## src/rtl/cfg_i2c_pkg.sv

```systemverilog
package cfg_i2c_pkg;
  typedef enum logic [2:0] {
    ST_IDLE, ST_ADDR, ST_ADDR_ACK, ST_WR, ST_WR_ACK, ST_RD, ST_RD_ACK
  } bus_st_e;
endpackage

```

## src/rtl/i2c_line_sync.sv

```systemverilog
module i2c_line_sync #(
  parameter int STAGES = 2
) (
  input  logic clk_i,
  input  logic rst_ni,
  input  logic scl_i,
  input  logic sda_i,
  output logic scl_o,
  output logic sda_o,
  output logic rise_o,
  output logic fall_o,
  output logic start_o,
  output logic stop_o
);
  logic [STAGES-1:0] scl_ff, sda_ff;
  logic scl_d, sda_d;

  always_ff @(posedge clk_i or negedge rst_ni) begin
    if (!rst_ni) begin
      scl_ff <= '1;
      sda_ff <= '1;
      scl_d  <= 1'b1;
      sda_d  <= 1'b1;
    end else begin
      scl_ff <= {scl_ff[STAGES-2:0], scl_i};
      sda_ff <= {sda_ff[STAGES-2:0], sda_i};
      scl_d  <= scl_ff[STAGES-1];
      sda_d  <= sda_ff[STAGES-1];
    end
  end

  assign scl_o   = scl_ff[STAGES-1];
  assign sda_o   = sda_ff[STAGES-1];
  assign rise_o  = scl_o & ~scl_d;
  assign fall_o  = ~scl_o & scl_d;
  assign start_o = scl_o & scl_d & sda_d & ~sda_o;
  assign stop_o  = scl_o & scl_d & ~sda_d & sda_o;
endmodule

```

## src/rtl/cfg_regfile.sv

```systemverilog
module cfg_regfile #(
  parameter int          NUM_REGS = 21,
  parameter int          PW       = 5,
  parameter int          RO_IDX   = 7,
  parameter logic [7:0]  RO_VAL   = 8'h91,
  parameter int          CNT_IDX  = 8,
  parameter logic [7:0]  CNT_RST  = 8'h08,
  parameter int          WDT_IDX  = 9,
  parameter logic [7:0]  WDT_RST  = 8'h10
) (
  input  logic                  clk_i,
  input  logic                  rst_ni,
  input  logic                  wr_en_i,
  input  logic [PW-1:0]         wr_addr_i,
  input  logic [7:0]            wr_data_i,
  input  logic [PW-1:0]         rd_addr_i,
  output logic [7:0]            rd_data_o,
  output logic [NUM_REGS*8-1:0] regs_o
);
  logic [7:0] regs [NUM_REGS];

  for (genvar g = 0; g < NUM_REGS; g++) begin : g_reg
    localparam logic [7:0] RST_V = (g == CNT_IDX) ? CNT_RST :
                                   (g == WDT_IDX) ? WDT_RST : 8'h00;
    if (g == RO_IDX) begin : g_ro
      assign regs[g] = RO_VAL;
    end else begin : g_rw
      logic wr_hit;
      assign wr_hit = wr_en_i && (wr_addr_i == PW'(g)) &&
                      !((g == CNT_IDX) && (wr_data_i == 8'h00));
      always_ff @(posedge clk_i or negedge rst_ni) begin
        if (!rst_ni)     regs[g] <= RST_V;
        else if (wr_hit) regs[g] <= wr_data_i;
      end
    end
    assign regs_o[g*8 +: 8] = regs[g];
  end

  assign rd_data_o = (int'(rd_addr_i) < NUM_REGS) ? regs[rd_addr_i] : 8'hFF;
endmodule

```

## src/rtl/i2c_cfg_fsm.sv

```systemverilog
module i2c_cfg_fsm
  import cfg_i2c_pkg::*;
#(
  parameter logic [6:0] DEV_ADDR = 7'h69,
  parameter int         NUM_REGS = 21,
  parameter int         PW       = 5
) (
  input  logic          clk_i,
  input  logic          rst_ni,
  input  logic          sda_i,
  input  logic          rise_i,
  input  logic          fall_i,
  input  logic          start_i,
  input  logic          stop_i,
  input  logic [7:0]    cnt_i,
  input  logic [7:0]    rd_data_i,
  output logic [PW-1:0] rd_addr_o,
  output logic          wr_en_o,
  output logic [PW-1:0] wr_addr_o,
  output logic [7:0]    wr_data_o,
  output logic          sda_oe_o,
  output bus_st_e       state_o
);
  localparam logic [7:0] LAST_IDX = 8'(NUM_REGS - 1);

  bus_st_e       state;
  logic [3:0]    bit_cnt;
  logic [7:0]    shreg, tx;
  logic [1:0]    hdr_cnt;
  logic [PW-1:0] wptr, rptr;
  logic          rd_mode, rd_first, nack;
  logic [7:0]    rd_last, tx_next;

  assign rd_last   = (cnt_i > LAST_IDX) ? LAST_IDX : cnt_i;
  assign tx_next   = rd_first ? cnt_i :
                     (8'(rptr) <= rd_last) ? rd_data_i : 8'hFF;
  assign rd_addr_o = rptr;
  assign state_o   = state;

  always_ff @(posedge clk_i or negedge rst_ni) begin
    if (!rst_ni) begin
      state    <= ST_IDLE;
      bit_cnt  <= '0;
      shreg    <= '0;
      tx       <= '0;
      hdr_cnt  <= '0;
      wptr     <= '0;
      rptr     <= '0;
      rd_mode  <= 1'b0;
      rd_first <= 1'b0;
      nack     <= 1'b0;
      sda_oe_o <= 1'b0;
      wr_en_o  <= 1'b0;
      wr_addr_o <= '0;
      wr_data_o <= '0;
    end else begin
      wr_en_o <= 1'b0;
      if (start_i) begin
        state    <= ST_ADDR;
        bit_cnt  <= '0;
        sda_oe_o <= 1'b0;
      end else if (stop_i) begin
        state    <= ST_IDLE;
        sda_oe_o <= 1'b0;
      end else begin
        unique case (state)
          ST_ADDR, ST_WR: begin
            if (rise_i && bit_cnt < 4'd8) begin
              shreg   <= {shreg[6:0], sda_i};
              bit_cnt <= bit_cnt + 4'd1;
            end else if (fall_i && bit_cnt == 4'd8) begin
              bit_cnt <= '0;
              if (state == ST_ADDR) begin
                if (shreg[7:1] == DEV_ADDR) begin
                  state    <= ST_ADDR_ACK;
                  sda_oe_o <= 1'b1;
                  rd_mode  <= shreg[0];
                  hdr_cnt  <= '0;
                  wptr     <= '0;
                  rptr     <= '0;
                  rd_first <= 1'b1;
                end else begin
                  state <= ST_IDLE;
                end
              end else begin
                state    <= ST_WR_ACK;
                sda_oe_o <= 1'b1;
                if (hdr_cnt != 2'd2) begin
                  hdr_cnt <= hdr_cnt + 2'd1;
                end else if (int'(wptr) < NUM_REGS) begin
                  wr_en_o   <= 1'b1;
                  wr_addr_o <= wptr;
                  wr_data_o <= shreg;
                  wptr      <= wptr + 1'b1;
                end
              end
            end
          end
          ST_ADDR_ACK, ST_WR_ACK, ST_RD_ACK: begin
            if (rise_i) nack <= sda_i;
            if (fall_i) begin
              if ((state == ST_RD_ACK && !nack) ||
                  (state == ST_ADDR_ACK && rd_mode)) begin
                state    <= ST_RD;
                tx       <= tx_next;
                sda_oe_o <= ~tx_next[7];
                if (rd_first)                     rd_first <= 1'b0;
                else if (int'(rptr) < NUM_REGS)   rptr <= rptr + 1'b1;
              end else begin
                sda_oe_o <= 1'b0;
                state    <= (state == ST_RD_ACK) ? ST_IDLE : ST_WR;
              end
            end
          end
          ST_RD: begin
            if (fall_i) begin
              if (bit_cnt == 4'd7) begin
                bit_cnt  <= '0;
                sda_oe_o <= 1'b0;
                state    <= ST_RD_ACK;
              end else begin
                bit_cnt  <= bit_cnt + 4'd1;
                tx       <= {tx[6:0], 1'b0};
                sda_oe_o <= ~tx[6];
              end
            end
          end
          default: state <= ST_IDLE;
        endcase
      end
    end
  end
endmodule

```

## src/rtl/cfg_i2c_slave.sv

```systemverilog
module cfg_i2c_slave
  import cfg_i2c_pkg::*;
#(
  parameter logic [6:0] DEV_ADDR    = 7'h69,
  parameter int         NUM_REGS    = 21,
  parameter int         RO_IDX      = 7,
  parameter logic [3:0] VENDOR_ID   = 4'b1001,
  parameter logic [3:0] REV_ID      = 4'h1,
  parameter int         CNT_IDX     = 8,
  parameter logic [7:0] CNT_RST     = 8'h08,
  parameter int         WDT_IDX     = 9,
  parameter logic [7:0] WDT_RST     = 8'h10,
  parameter int         SYNC_STAGES = 2
) (
  input  logic                  clk_i,
  input  logic                  rst_ni,
  input  logic                  scl_i,
  input  logic                  sda_i,
  output logic                  sda_oe_o,
  output logic [NUM_REGS*8-1:0] cfg_o
);
  localparam int PW = $clog2(NUM_REGS + 1);

  logic scl_s, sda_s, scl_rise, scl_fall, start_det, stop_det;
  logic wr_en;
  logic [PW-1:0] wr_addr, rd_addr;
  logic [7:0] wr_data, rd_data;
  bus_st_e bus_st;

  i2c_line_sync #(.STAGES(SYNC_STAGES)) u_sync (
    .clk_i, .rst_ni, .scl_i, .sda_i,
    .scl_o(scl_s), .sda_o(sda_s), .rise_o(scl_rise), .fall_o(scl_fall),
    .start_o(start_det), .stop_o(stop_det)
  );

  i2c_cfg_fsm #(.DEV_ADDR(DEV_ADDR), .NUM_REGS(NUM_REGS), .PW(PW)) u_fsm (
    .clk_i, .rst_ni, .sda_i(sda_s), .rise_i(scl_rise), .fall_i(scl_fall),
    .start_i(start_det), .stop_i(stop_det), .cnt_i(cfg_o[CNT_IDX*8 +: 8]),
    .rd_data_i(rd_data), .rd_addr_o(rd_addr), .wr_en_o(wr_en),
    .wr_addr_o(wr_addr), .wr_data_o(wr_data), .sda_oe_o, .state_o(bus_st)
  );

  cfg_regfile #(
    .NUM_REGS(NUM_REGS), .PW(PW), .RO_IDX(RO_IDX), .RO_VAL({VENDOR_ID, REV_ID}),
    .CNT_IDX(CNT_IDX), .CNT_RST(CNT_RST), .WDT_IDX(WDT_IDX), .WDT_RST(WDT_RST)
  ) u_regs (
    .clk_i, .rst_ni, .wr_en_i(wr_en), .wr_addr_i(wr_addr), .wr_data_i(wr_data),
    .rd_addr_i(rd_addr), .rd_data_o(rd_data), .regs_o(cfg_o)
  );
endmodule

```

## config.mk

```make
export PLATFORM = sky130hd
export DESIGN_NAME = cfg_i2c_slave
export DESIGN_NICKNAME = d
export VERILOG_FILES = /design/src/rtl/cfg_i2c_pkg.sv /design/src/rtl/i2c_line_sync.sv /design/src/rtl/cfg_regfile.sv /design/src/rtl/i2c_cfg_fsm.sv /design/src/rtl/cfg_i2c_slave.sv
export SDC_FILE = /design/constraint.sdc
export NUM_CORES = 1
export LEC_CHECK = 0
export BUFFER_PORTS_ARGS = -buffer_cell sky130_fd_sc_hd__buf_4
export CAP_MARGIN = 20
export CORE_MARGIN = 1.5
export CORE_UTILIZATION = 60
export DETAILED_ROUTE_END_ITERATION = 10
export PLACE_DENSITY = 0.87
export SYNTH_ARGS = -nofsm -noshare
export SYNTH_HDL_FRONTEND = slang
export SYNTH_SLANG_ARGS = --single-unit
```

## constraint.sdc

```tcl
create_clock -name clk_i -period 3.4 [get_ports clk_i]
set_input_delay 0.17 -clock clk_i [delete_from_list [all_inputs] [get_ports clk_i]]
set_output_delay 0.17 -clock clk_i [all_outputs]
set_load 0.01 [all_outputs]
```

======== Word level (Yosys, flattened, before mapping) ========
Cells that the tools add are included.
operators by class
  $add $sub $neg .......................... 4
  multipliers ............................. 0
  divide/modulo/power cells ............... 0
  $lt $le $gt $ge ......................... 6
  eq/ne operators ......................... 50
  shift-type cells ........................ 0
  mux-type cells .......................... 71
  bitwise operators ....................... 19
  reduce and logical (&&, ||, !) cells .... 50
operators by type and width
  cell                                                             number
  5-bit two-way mux                                                11
  8-bit two-way mux                                                6
  8-bit binary-select mux with 5-bit select                        1
  5-bit by 4-bit == test with 1-bit output, second input constant  8
  7-bit two-way mux                                                4
  3-bit two-way mux                                                9
  5-bit == test, second input constant                             5
  1-bit logical AND                                                25
  4-bit two-way mux                                                6
  1-bit two-way mux                                                23
  7-bit AND reduction                                              3
  2-bit by 1-bit != test with 1-bit output, second input constant  8
  4-bit by 3-bit != test with 1-bit output, second input constant  4
  8-bit AND reduction                                              2
  5-bit by 3-bit == test with 1-bit output, second input constant  3
  7-bit one-hot mux with 2 select lines                            1
  2-bit != test, second input constant                             6
  4-bit AND reduction                                              3
  1-bit inverter                                                   11
  11-bit AND reduction                                             1
  5-bit by 1-bit adder with 5-bit output, second input constant    2
  5-bit by 2-bit == test with 1-bit output, second input constant  2
  5-bit less-than comparator, second input constant                2
  2-bit two-way mux                                                5
  other kinds (36)                                                 49
word-level totals
  register bits ........................... 218
  latch bits .............................. 0
  memory bits (writable) .................. 0
  ROM bits ................................ 0
  input bits .............................. 4
  output and inout port bits .............. 169
  word-level logic and storage cells ...... 238
  memories ................................ 0

======== Logic depth before layout (Yosys ltp) ========
Gate-level depths: netlist of the first run.
  word-level depth ........................ 13
  gate-level depth with buffers ........... 10
  mapped depth without buffers ............ 9

======== By module ========
From an unflattened synthesis of the first run, not the netlist that was laid out.
second synthesis, totals
  cells, all modules ...................... 886
  area total of the unflattened synthesis .. 10980.5 um^2
modules (own cells, without submodules)
  module         instances  cells each  area each (um^2)  seq. area each (um^2)
  cfg_regfile    1          588         7838.8            4006.3
  i2c_cfg_fsm    1          288         2951.6            1301.2
  i2c_line_sync  1          10          190.2             157.7

======== Worst setup path after synthesis of the first run ========
Ideal clock, no wire load.
  kind .................................... reg2reg
  start ................................... reg u_regs.regs, in the netlist u_regs.regs_o[71]
  end ..................................... reg u_fsm.tx[6]
  library setup time ...................... 126 ps
  arrival ................................. 2039 ps
  required time ........................... 3274 ps
  setup slack ............................. 1235 ps
  cell stages (with the launch flop) ...... 9
  path buffers ............................ 0
  clock period less this slack ............ 2165 ps
  cell sequence ........................... dfrtp_1 > nor4_1 > nand2_1 > ha_1 > nand3_1 > a21oi_1 > o22ai_1 > a31oi_1 > o32a_1
between the ends
  longest elaborated chain between the ends .. 8
RTL lines
  element                                                   RTL line            text
  from (decl)                                               cfg_regfile.sv:20   logic [7:0] regs [NUM_REGS];
  from (signal, indexed assignment)                         cfg_regfile.sv:33   else if (wr_hit) regs[g] <= wr_data_i;
  8-bit by 5-bit greater-than comparator with 1-bit output  i2c_cfg_fsm.sv:34   assign rd_last = (cnt_i > LAST_IDX) ? LAST_IDX : cnt_i;
  8-bit two-way mux *                                       i2c_cfg_fsm.sv:34
  5-bit by 8-bit <= comparator with 1-bit output *          i2c_cfg_fsm.sv:36   (8'(rptr) <= rd_last) ? rd_data_i : 8'hFF;
  8-bit two-way mux *                                       i2c_cfg_fsm.sv:36
  8-bit two-way mux *                                       i2c_cfg_fsm.sv:35   assign tx_next = rd_first ? cnt_i :
  7-bit two-way mux *                                       i2c_cfg_fsm.sv:102  if ((state == ST_RD_ACK && !nack) ||
  7-bit two-way mux *                                       i2c_cfg_fsm.sv:101  if (fall_i) begin
  7-bit one-hot mux with 2 select lines *                   i2c_cfg_fsm.sv:66   unique case (state)
  to (signal assigned)                                      i2c_cfg_fsm.sv:105  tx <= tx_next;
  to (signal assigned)                                      i2c_cfg_fsm.sv:123  tx <= {tx[6:0], 1'b0};
  to (decl)                                                 i2c_cfg_fsm.sv:28   logic [7:0] shreg, tx;
Every way passes the cells marked *; elsewhere a longest branch is shown, timed or not. The select of a mux whose other input is x is not followed.
A chain may end at the register's enable or synchronous reset.

======== Worst setup path after layout of the first run ========
  start ................................... reg u_regs.regs, in the netlist u_regs.regs_o[70]
  end ..................................... reg u_fsm.tx[5]
Same word-level chain as after synthesis.

==> flow_summary.rst, run 1 <==
.. list-table::
   :header-rows: 1

   * - Metric
     - Value
   * - Number of slew-limit violations in the final report
     - 0
   * - Setup total negative slack
     - 0 ns
   * - Fin crit share
     - 76.48%
   * - Number of diodes
     - 0
   * - Count of unique library cells instantiated by Yosys
     - 79
   * - Result of the run
     - complete, no violations
   * - Cell repeated most along the worst path
     - nand3_1
   * - Flip-flop and latch area
     - 5468 um^2
   * - Total CTS buffers
     - 24
   * - Fin. Hold Viols
     - 0
   * - Weighted congestion reported at the end of routability-driven placement
     - 0.9514
   * - Mapped Area
     - 10760 um^2
   * - Avg WL per Cell
     - 25.41 um
   * - Total routing resource utilization after global routing
     - 34.72%
   * - Count of buffers from port buffering
     - 164
   * - Min-Delay Path Class
     - input port to asynchronous set/reset pin
   * - Shortest period the worst path allows
     - 2.600 ns
   * - Effective utilization at floorplan
     - 61.77%
   * - Fmax
     - 384.6 MHz
   * - Detail-routed via count per cell
     - 6.631
   * - Non-filler cells in the finished layout
     - 1263
   * - Routed Wire Length
     - 32100 um
   * - Max-slew headroom at the worst pin
     - 40.41%
   * - Longest Clk Path Bufs
     - 3
   * - Endpoint required time on the critical path
     - 3.80 ns
   * - Fin util
     - 74.61%
   * - Overall die height
     - 136.9 um
   * - Power Dens Cells
     - 421.7 nW/um^2
   * - DR pass1 iterations
     - 5
   * - Post-CTS sizing
     - 0
   * - Register bit count reported by yosys
     - 218
   * - Pin count of the biggest net entering global routing
     - 96
   * - Ratio of cells with drive above 1 in the final layout
     - 43.16%
   * - MaxCap Viol Count
     - 0
   * - Horizontal die dimension
     - 136.9 um
   * - Worst VDD drop
     - 393.5 uV
   * - Antenna-violating nets left
     - 0
   * - Count of mapped cells out of synthesis
     - 859
   * - Starting DRT DRC Count
     - 952
   * - Std-Cell Core Area
     - 17420 um^2
   * - Area Overhead vs Synth
     - 20.80%
   * - Warning count from the yosys run
     - 0
   * - Cell accounting for the most synthesized area
     - dfrtp_1
   * - Setup Viol. Count Final
     - 0
   * - Root Buffer
     - clkbuf_16
   * - Post-synth EDFFs
     - 0
   * - Layout Skew
     - 0.02466 ns
   * - Total instance count after detailed placement
     - 1216
   * - Clock-pin transition on the worst setup and hold timing paths
     - 0.06 ns
   * - Slowest stage cell, crit path
     - dfrtp_1
   * - Number of rows in the core area
     - 48
   * - Startpoint types
     - register
   * - Type of the worst setup path
     - register to register
   * - Net count reported at finish
     - 1034
   * - Area of combinational cells with multiple inputs
     - 4936 um^2
   * - Critical path cell sequence
     - nor4_1 > nand2_1 > ha_1 > nand3_1 > a21oi_1 > o22ai_1 > nand3_1 > a221oi_1 > nor2_1
   * - Clock latency reported for the late side of the worst-skew pair
     - 0.53 ns
   * - CTS H-Tree Depth
     - 1
   * - Setup WS pre-CTS
     - 0.9407 ns
   * - Via total after detailed routing
     - 8375
   * - Die Outline Area
     - 18740 um^2
   * - Clock sink count
     - 218
   * - Sequential fraction of the synthesis area
     - 50.80%
   * - CTS tree
     - built
   * - Ranking of synthesized cells by area
     - dfrtp_1, mux2_2, mux4_2
   * - Crit end category
     - register
   * - Worst EP arrival
     - 3.00 ns
   * - Slack of the critical path
     - 0.7998 ns
   * - Crit-path max cell delay
     - 0.44 ns
   * - Total leakage power
     - 6.305 nW
   * - Wire length of the first global-routing pass
     - 48850 um
   * - Remaining global-route overflow
     - 0
   * - Final routed DRC violation total
     - 0
   * - Yosys top cell area share
     - 48.85%
   * - Fraction of registers with async set or reset after synthesis
     - 100.0%
   * - HPWL reported at the end of detailed placement
     - 21590 um
   * - Fillcell total
     - 1147
   * - Critical path peak fanout
     - 6
   * - Top-level port count
     - 173
   * - Setup repair after global routing missed its margin
     - no
   * - Post-Synthesis Mean Instance Area
     - 12.52 um^2
   * - Number of global-route vias before repair
     - 8207
   * - Prevailing post-synth register cell
     - dfrtp_1
   * - Antenna violations before repair
     - 0
   * - Pin slew with the least headroom to its limit
     - 0.8899 ns
[state kept, by name, indices dropped and copies added, names as in the netlist]
| signal | cells |
|---|---|
| u_sync.sda_ff | 2 |
| u_fsm.nack | 1 |
| u_fsm.rd_mode | 1 |
| u_fsm.wr_addr_o | 5 |
| u_regs.regs_o | 160 |
| u_sync.scl_ff | 2 |
| u_fsm.shreg | 8 |
| u_fsm.bit_cnt | 4 |
| u_fsm.state_o | 3 |
| u_fsm.tx | 7 |
| u_fsm.wr_data_o | 8 |
| u_fsm.wr_en_o | 1 |
| u_fsm.sda_oe_o | 1 |
| u_fsm.rd_first | 1 |
| u_sync.sda_d | 1 |
| u_fsm.hdr_cnt | 2 |
| u_sync.scl_d | 1 |
| u_fsm.wptr | 5 |
| u_fsm.rd_addr_o | 5 |
[worst paths after layout]
check / startpoint / end / slack, ns / cells after the start
max in group asynchronous: rst_ni / u_regs.regs_o[76] / 2.18 / 3
worst max-delay path: u_regs.regs_o[70] / u_fsm.tx[5] / 0.80 / 9
worst min-delay path: rst_ni / u_fsm.hdr_cnt[1] / 0.31 / 2
worst min register to register: u_sync.scl_ff[0] / u_sync.scl_ff[1] / 0.36 / 0
min in group clk_i: sda_i / u_sync.sda_ff[0] / 0.31 / 2
worst max register to register: u_regs.regs_o[70] / u_fsm.tx[5] / 0.80 / 9
[timing repair]
action,in CTS,in global routing
hold endpoints to repair,92,0
buffers inserted,0,0
hold buffers,3,0
[placed cells by master, fill, tap and decap left out, types with 12 or more instances in the layout]
master,netlist,layout
dfrtp_1,210,208
buf_4,13,180
mux2_2,177,177
nand2_1,58,58
o21ai_0,35,35
nand3_1,27,27
nor2_1,26,26
a21oi_1,24,24
clkbuf_16,0,24
mux2i_1,23,23
mux4_2,16,16
inv_1,14,14
mux2_1,13,13
a221oi_1,12,12
[layer usage]
layer	vias up	part of all wire, %	GRT usage (%)
met3	92	9.5	6.556
met4	0	3.8	12.69
met2	536	48	55.81
met1	4247	39	47.39
met5	-	0	0
li1	3500	-	-
[report_power, final]
part,internal (W),leakage (nW),switching [W]
logic,0.0000699,2.91,0.000112
registers,0.00264,3.01,0.0000640
clock network,0.00153,0.394,0.00106
total,0.00424,6.31,0.00124
[kinds of logic (layout without fill, tap and decap cells)]
logic type / count (synthesis) / count (layout) / synth area share [%]
AOI/OAI and AO/OA: 156 / 156 / 10.47
adders and majority gates: 10 / 10 / 1.163
buffers and inverters: 75 / 248 / 3.524
DFF: 218 / 218 / 50.80
muxes: 229 / 229 / 25.38
other: 2 / 8 / 0.06981
and+or+nand+nor: 169 / 169 / 8.595
[metrics by stage]
stage,power (W),hold WS (ns),area [um^2]
final,0.005480,0.3081,13000
after CTS,0.005496,0.2995,13000
after detailed placement,0.002931,0.2810,12170
after floorplan,0.002841,-0.1256,10780
after global routing,0.005613,0.3292,13000
after global placement,0.002921,0.2810,12170
[cells in the mapped netlist (8+ instances only)]
| master | number |
|---|---|
| buf_4 | 13 |
| mux2_2 | 177 |
| mux2_1 | 13 |
| mux2i_1 | 23 |
| nor2b_1 | 10 |
| a31oi_1 | 8 |
| nand3_1 | 27 |
| dfstp_2 | 8 |
| o211ai_1 | 10 |
| a21oi_1 | 24 |
| mux4_2 | 16 |
| nand2b_1 | 8 |
| ha_1 | 10 |
| buf_2 | 15 |
| nand2_1 | 58 |
| o21ai_0 | 35 |
| a221oi_1 | 12 |
| inv_1 | 14 |
| o21ai_1 | 8 |
| dfrtp_1 | 210 |
| a22oi_1 | 8 |
| nor2_1 | 26 |
| clkbuf_1 | 24 |
| nor3_1 | 8 |
[area by class of cell]
class / count / share of cell area (%)
clock buffer: 37 / 5.536
clock inverter: 7 / 0.5488
inverter: 17 / 0.4910
multi-input combinational: 572 / 37.98
sequential: 218 / 42.08
tap: 225 / 2.166
timing repair buffer: 187 / 11.20
[worst max-delay path: cells and delay by family, from the launching register on]
kind                     cells  cell delay, ns
flip-flops                   1            0.44
AND/OR/NAND/NOR              5            0.99
adder cells (fa/ha/maj)      1            0.30
AO/OA/AOI/OAI                3            0.75
No activity file was read; power rests on OpenSTA's default activity.
==> inputs of run 2 (changes only) <==
--- a/config.mk
+++ b/config.mk
@@ -5,12 +5,13 @@
 export SDC_FILE = /design/constraint.sdc
 export NUM_CORES = 1
 export LEC_CHECK = 0
+export ABC_AREA = 1
 export BUFFER_PORTS_ARGS = -buffer_cell sky130_fd_sc_hd__buf_4
 export CAP_MARGIN = 20
 export CORE_MARGIN = 1.5
-export CORE_UTILIZATION = 60
+export CORE_UTILIZATION = 51
 export DETAILED_ROUTE_END_ITERATION = 10
-export PLACE_DENSITY = 0.87
+export PLACE_DENSITY = 0.79
 export SYNTH_ARGS = -nofsm -noshare
 export SYNTH_HDL_FRONTEND = slang
 export SYNTH_SLANG_ARGS = --single-unit
==> constraint.sdc (replaced) <==
create_clock -name clk_i -period 2.09 [get_ports clk_i]
set_input_delay 0.1045 -clock clk_i [delete_from_list [all_inputs] [get_ports clk_i]]
set_output_delay 0.1045 -clock clk_i [all_outputs]
set_load 0.01 [all_outputs]
==> flow_summary.rst, run 2 <==
.. list-table::
   :header-rows: 1

   * - Metric
     - Value
   * - Result of the run
     - complete, no violations
   * - Number of diodes
     - 0
   * - Via total after detailed routing
     - 10070
   * - Power share of the combinational group
     - 3.3%
   * - Antenna-violating nets left
     - 0
   * - Worst VDD drop
     - 637.3 uV
   * - Slowest stage cell, crit path
     - dfrtp_1
   * - Total leakage power
     - 6.686 nW
   * - Worst EP arrival
     - 2.49 ns
   * - Remaining global-route overflow
     - 0
   * - Critical path peak fanout
     - 7
   * - Ranking of synthesized cells by area
     - dfrtp_1, nand2_1, o21ai_0
   * - Cell repeated most along the worst path
     - nand2_1
   * - HPWL reported at the end of detailed placement
     - 23110 um
   * - Std-Cell Core Area
     - 20230 um^2
   * - Mapped Area
     - 10530 um^2
   * - Horizontal die dimension
     - 146.7 um
   * - Post-Synthesis Mean Instance Area
     - 7.661 um^2
   * - Yosys top cell area share
     - 49.89%
   * - Post-route standard cell area excluding fillers
     - 13230 um^2
   * - Clock latency reported for the late side of the worst-skew pair
     - 0.52 ns
   * - Ratio of cells with drive above 1 in the final layout
     - 19.71%
   * - Power Dens Cells
     - 672.2 nW/um^2
   * - Power share of the clock group
     - 48.5%
   * - Die Outline Area
     - 21530 um^2
   * - Fillcell total
     - 1696
   * - Fraction of registers with async set or reset after synthesis
     - 100.0%
   * - Layout Skew
     - 0.02226 ns
   * - Number of rows in the core area
     - 52
   * - Register bit count reported by yosys
     - 218
   * - CTS H-Tree Depth
     - 1
   * - Post-synth EDFFs
     - 0
   * - Net count reported at finish
     - 1571
   * - Share of total power in sequential cells
     - 48.2%
   * - Power, Total
     - 0.008893 W
   * - Routed Wire Length
     - 32980 um
   * - Setup repair after global routing missed its margin
     - yes
   * - Crit-path max cell delay
     - 0.38 ns
   * - Effective utilization at floorplan
     - 52.06%
   * - Non-filler cells in the finished layout
     - 1843
   * - Most instantiated library cell after synthesis
     - nand2_1
   * - Antenna violations before repair
     - 0
   * - Type of the worst setup path
     - register to register
   * - Clock-pin transition on the worst setup and hold timing paths
     - 0.07 ns
   * - Top-level port count
     - 173
   * - Setup Viol. Count Final
     - 0
   * - Cell Area, Placed
     - 12310 um^2
   * - Clock sink count
     - 218
   * - Endpoint required time on the critical path
     - 2.50 ns
   * - MaxCap Viol Count
     - 0
   * - Area of combinational cells with multiple inputs
     - 4508 um^2
   * - Fmax
     - 480.3 MHz
   * - Critical path cell sequence
     - o21ai_1 > nand2_1 > a21oi_2 > nand2_1 > inv_1 > ha_1 > nand2_1 > nor2_2 > nand2_1 > nand3_1 > nand2_2 > nand2_4 > a21oi_1 > nand2_1 > nand2_1 > nand2_1 > nand2_1 > nand2_1
   * - Wire length of the first global-routing pass
     - 51410 um
   * - Max reg flops
     - 160
   * - Pint
     - 0.006949 W
   * - Warning count from the yosys run
     - 0
   * - Total CTS buffers
     - 23
   * - Flip-flop and latch area
     - 5466 um^2
   * - Pin slew with the least headroom to its limit
     - 0.6170 ns
   * - Sequential fraction of the synthesis area
     - 51.88%
   * - Count of buffers from port buffering
     - 164
   * - Startpoint types
     - register
   * - Shortest period the worst path allows
     - 2.082 ns
   * - Longest Clk Path Bufs
     - 3
   * - Avg WL per Cell
     - 17.89 um
   * - Leading cell types in the layout, fill and taps excluded
     - nand2_1, buf_4, o21ai_0, dfrtp_1, nor2_1
   * - Crit end category
     - register
   * - Largest delay contributor family on the critical path
     - simple AND/OR/NAND/NOR gates
   * - Count of mapped cells out of synthesis
     - 1375
   * - Final routed DRC violation total
     - 0
   * - Starting DRT DRC Count
     - 1133
   * - Max-slew headroom at the worst pin
     - 58.86%
   * - Total instance count after detailed placement
     - 1798
   * - Number of global-route vias before repair
     - 9385
   * - Total routing resource utilization after global routing
     - 30.64%
   * - Net switching fraction of the power
     - 21.86%
   * - Prevailing post-synth register cell
     - dfrtp_1
   * - Detail-routed via count per cell
     - 5.462
   * - Fin crit share
     - 99.63%
   * - Area Overhead vs Synth
     - 25.58%
   * - Number of slew-limit violations in the final report
     - 0
   * - Fin. Hold Viols
     - 0
   * - Root Buffer
     - clkbuf_16
   * - Count of unique library cells instantiated by Yosys
     - 38
   * - CTS tree
     - built
   * - CP Buf/Inv Count
     - 1
   * - Min-Delay Path Class
     - input port to asynchronous set/reset pin
   * - DR pass1 iterations
     - 5
   * - Cell accounting for the most synthesized area
     - dfrtp_1
   * - Leading post-synthesis cells by instance count
     - nand2_1, o21ai_0, dfrtp_1
   * - Sw Pwr
     - 0.001944 W
   * - Most common cell after layout, fill and taps aside
     - nand2_1
   * - Fin util
     - 65.38%
   * - Pin count of the biggest net entering global routing
     - 66
   * - Overall die height
     - 146.7 um
   * - Weighted congestion reported at the end of routability-driven placement
     - 0.9882
==> run 2: worst paths after layout <==
| check | startpoint | to | slack (ns) | depth (start not counted) |
|---|---|---|---|---|
| worst max-delay path | u_regs.regs_o[64] | u_fsm.tx[6] | 0.008 | 18 |
| worst min-delay path | rst_ni | u_regs.regs_o[110] | 0.16 | 2 |
| worst max register to register | u_regs.regs_o[64] | u_fsm.tx[6] | 0.008 | 18 |
| worst min register to register | u_sync.sda_ff[0] | u_sync.sda_ff[1] | 0.36 | 0 |
| max in group asynchronous | rst_ni | u_regs.regs_o[16] | 1.20 | 3 |
| min in group clk_i | sda_i | u_sync.sda_ff[0] | 0.25 | 2 |
==> run 2: power groups by stage <==
stage,sequential [W],clock [W],combinational [W]
after floorplan,0.00435,0,0.000159
after global placement,0.00436,0,0.000282
after detailed placement,0.00436,0,0.000285
after CTS,0.00429,0.00433,0.000292
after global routing,0.00429,0.00450,0.000340
final,0.00429,0.00431,0.000295
==> run 2: final cells by class <==
cell class / count / area share, %
Clock inverter: 10 / 0.9931
Clock buffer: 31 / 5.032
Timing Repair Buffer: 229 / 13.70
Inverter: 82 / 2.327
Multi-Input combinational cell: 1003 / 34.08
Tap cell: 270 / 2.554
Sequential cell: 218 / 41.32
==> run 2: what timing repair did <==
item | in CTS | in global routing
hold buffers | 3 | 0
pin swaps | 0 | 17
setup endpoints to repair | 8 | 8
buffers inserted | 0 | 1
cloned | 0 | 0
gates resized for setup | 4 | 15
endpoints found under the hold margin | 59 | 0
==> run 2: stage by stage <==
step	TNS (ns)	hold slack [ns]	setup slack [ns]
after detailed placement	-0.7632	0.1630	-0.1391
after global routing	-1.239	0.2243	-0.1855
after CTS	0	0.1894	0.007498
after floorplan	0	-0.1911	0.05036
final	0	0.1625	0.007819
after global placement	-0.6417	0.1633	-0.1098
==> run 2: logic make-up after synthesis <==
| family | synth area share [%] |
|---|---|
| XOR/XNOR | 0.2495 |
| AND/OR/NAND/NOR | 26.80 |
| other | 0.07129 |
| AO/OA/AOI/OAI | 13.49 |
| buffers and inverters | 6.319 |
| flip-flops | 51.88 |
| adder cells (fa/ha/maj) | 1.188 |
==> run 2: per-layer routing <==
metal | global-route usage (%) | vias to the layer above | routed length, um
met5 | 0 | - | 0
met4 | 12.93 | 0 | 1501
met3 | 4.658 | 97 | 2782
met2 | 49.55 | 510 | 15520
met1 | 41.39 | 4687 | 13180
li1 | - | 4772 | -
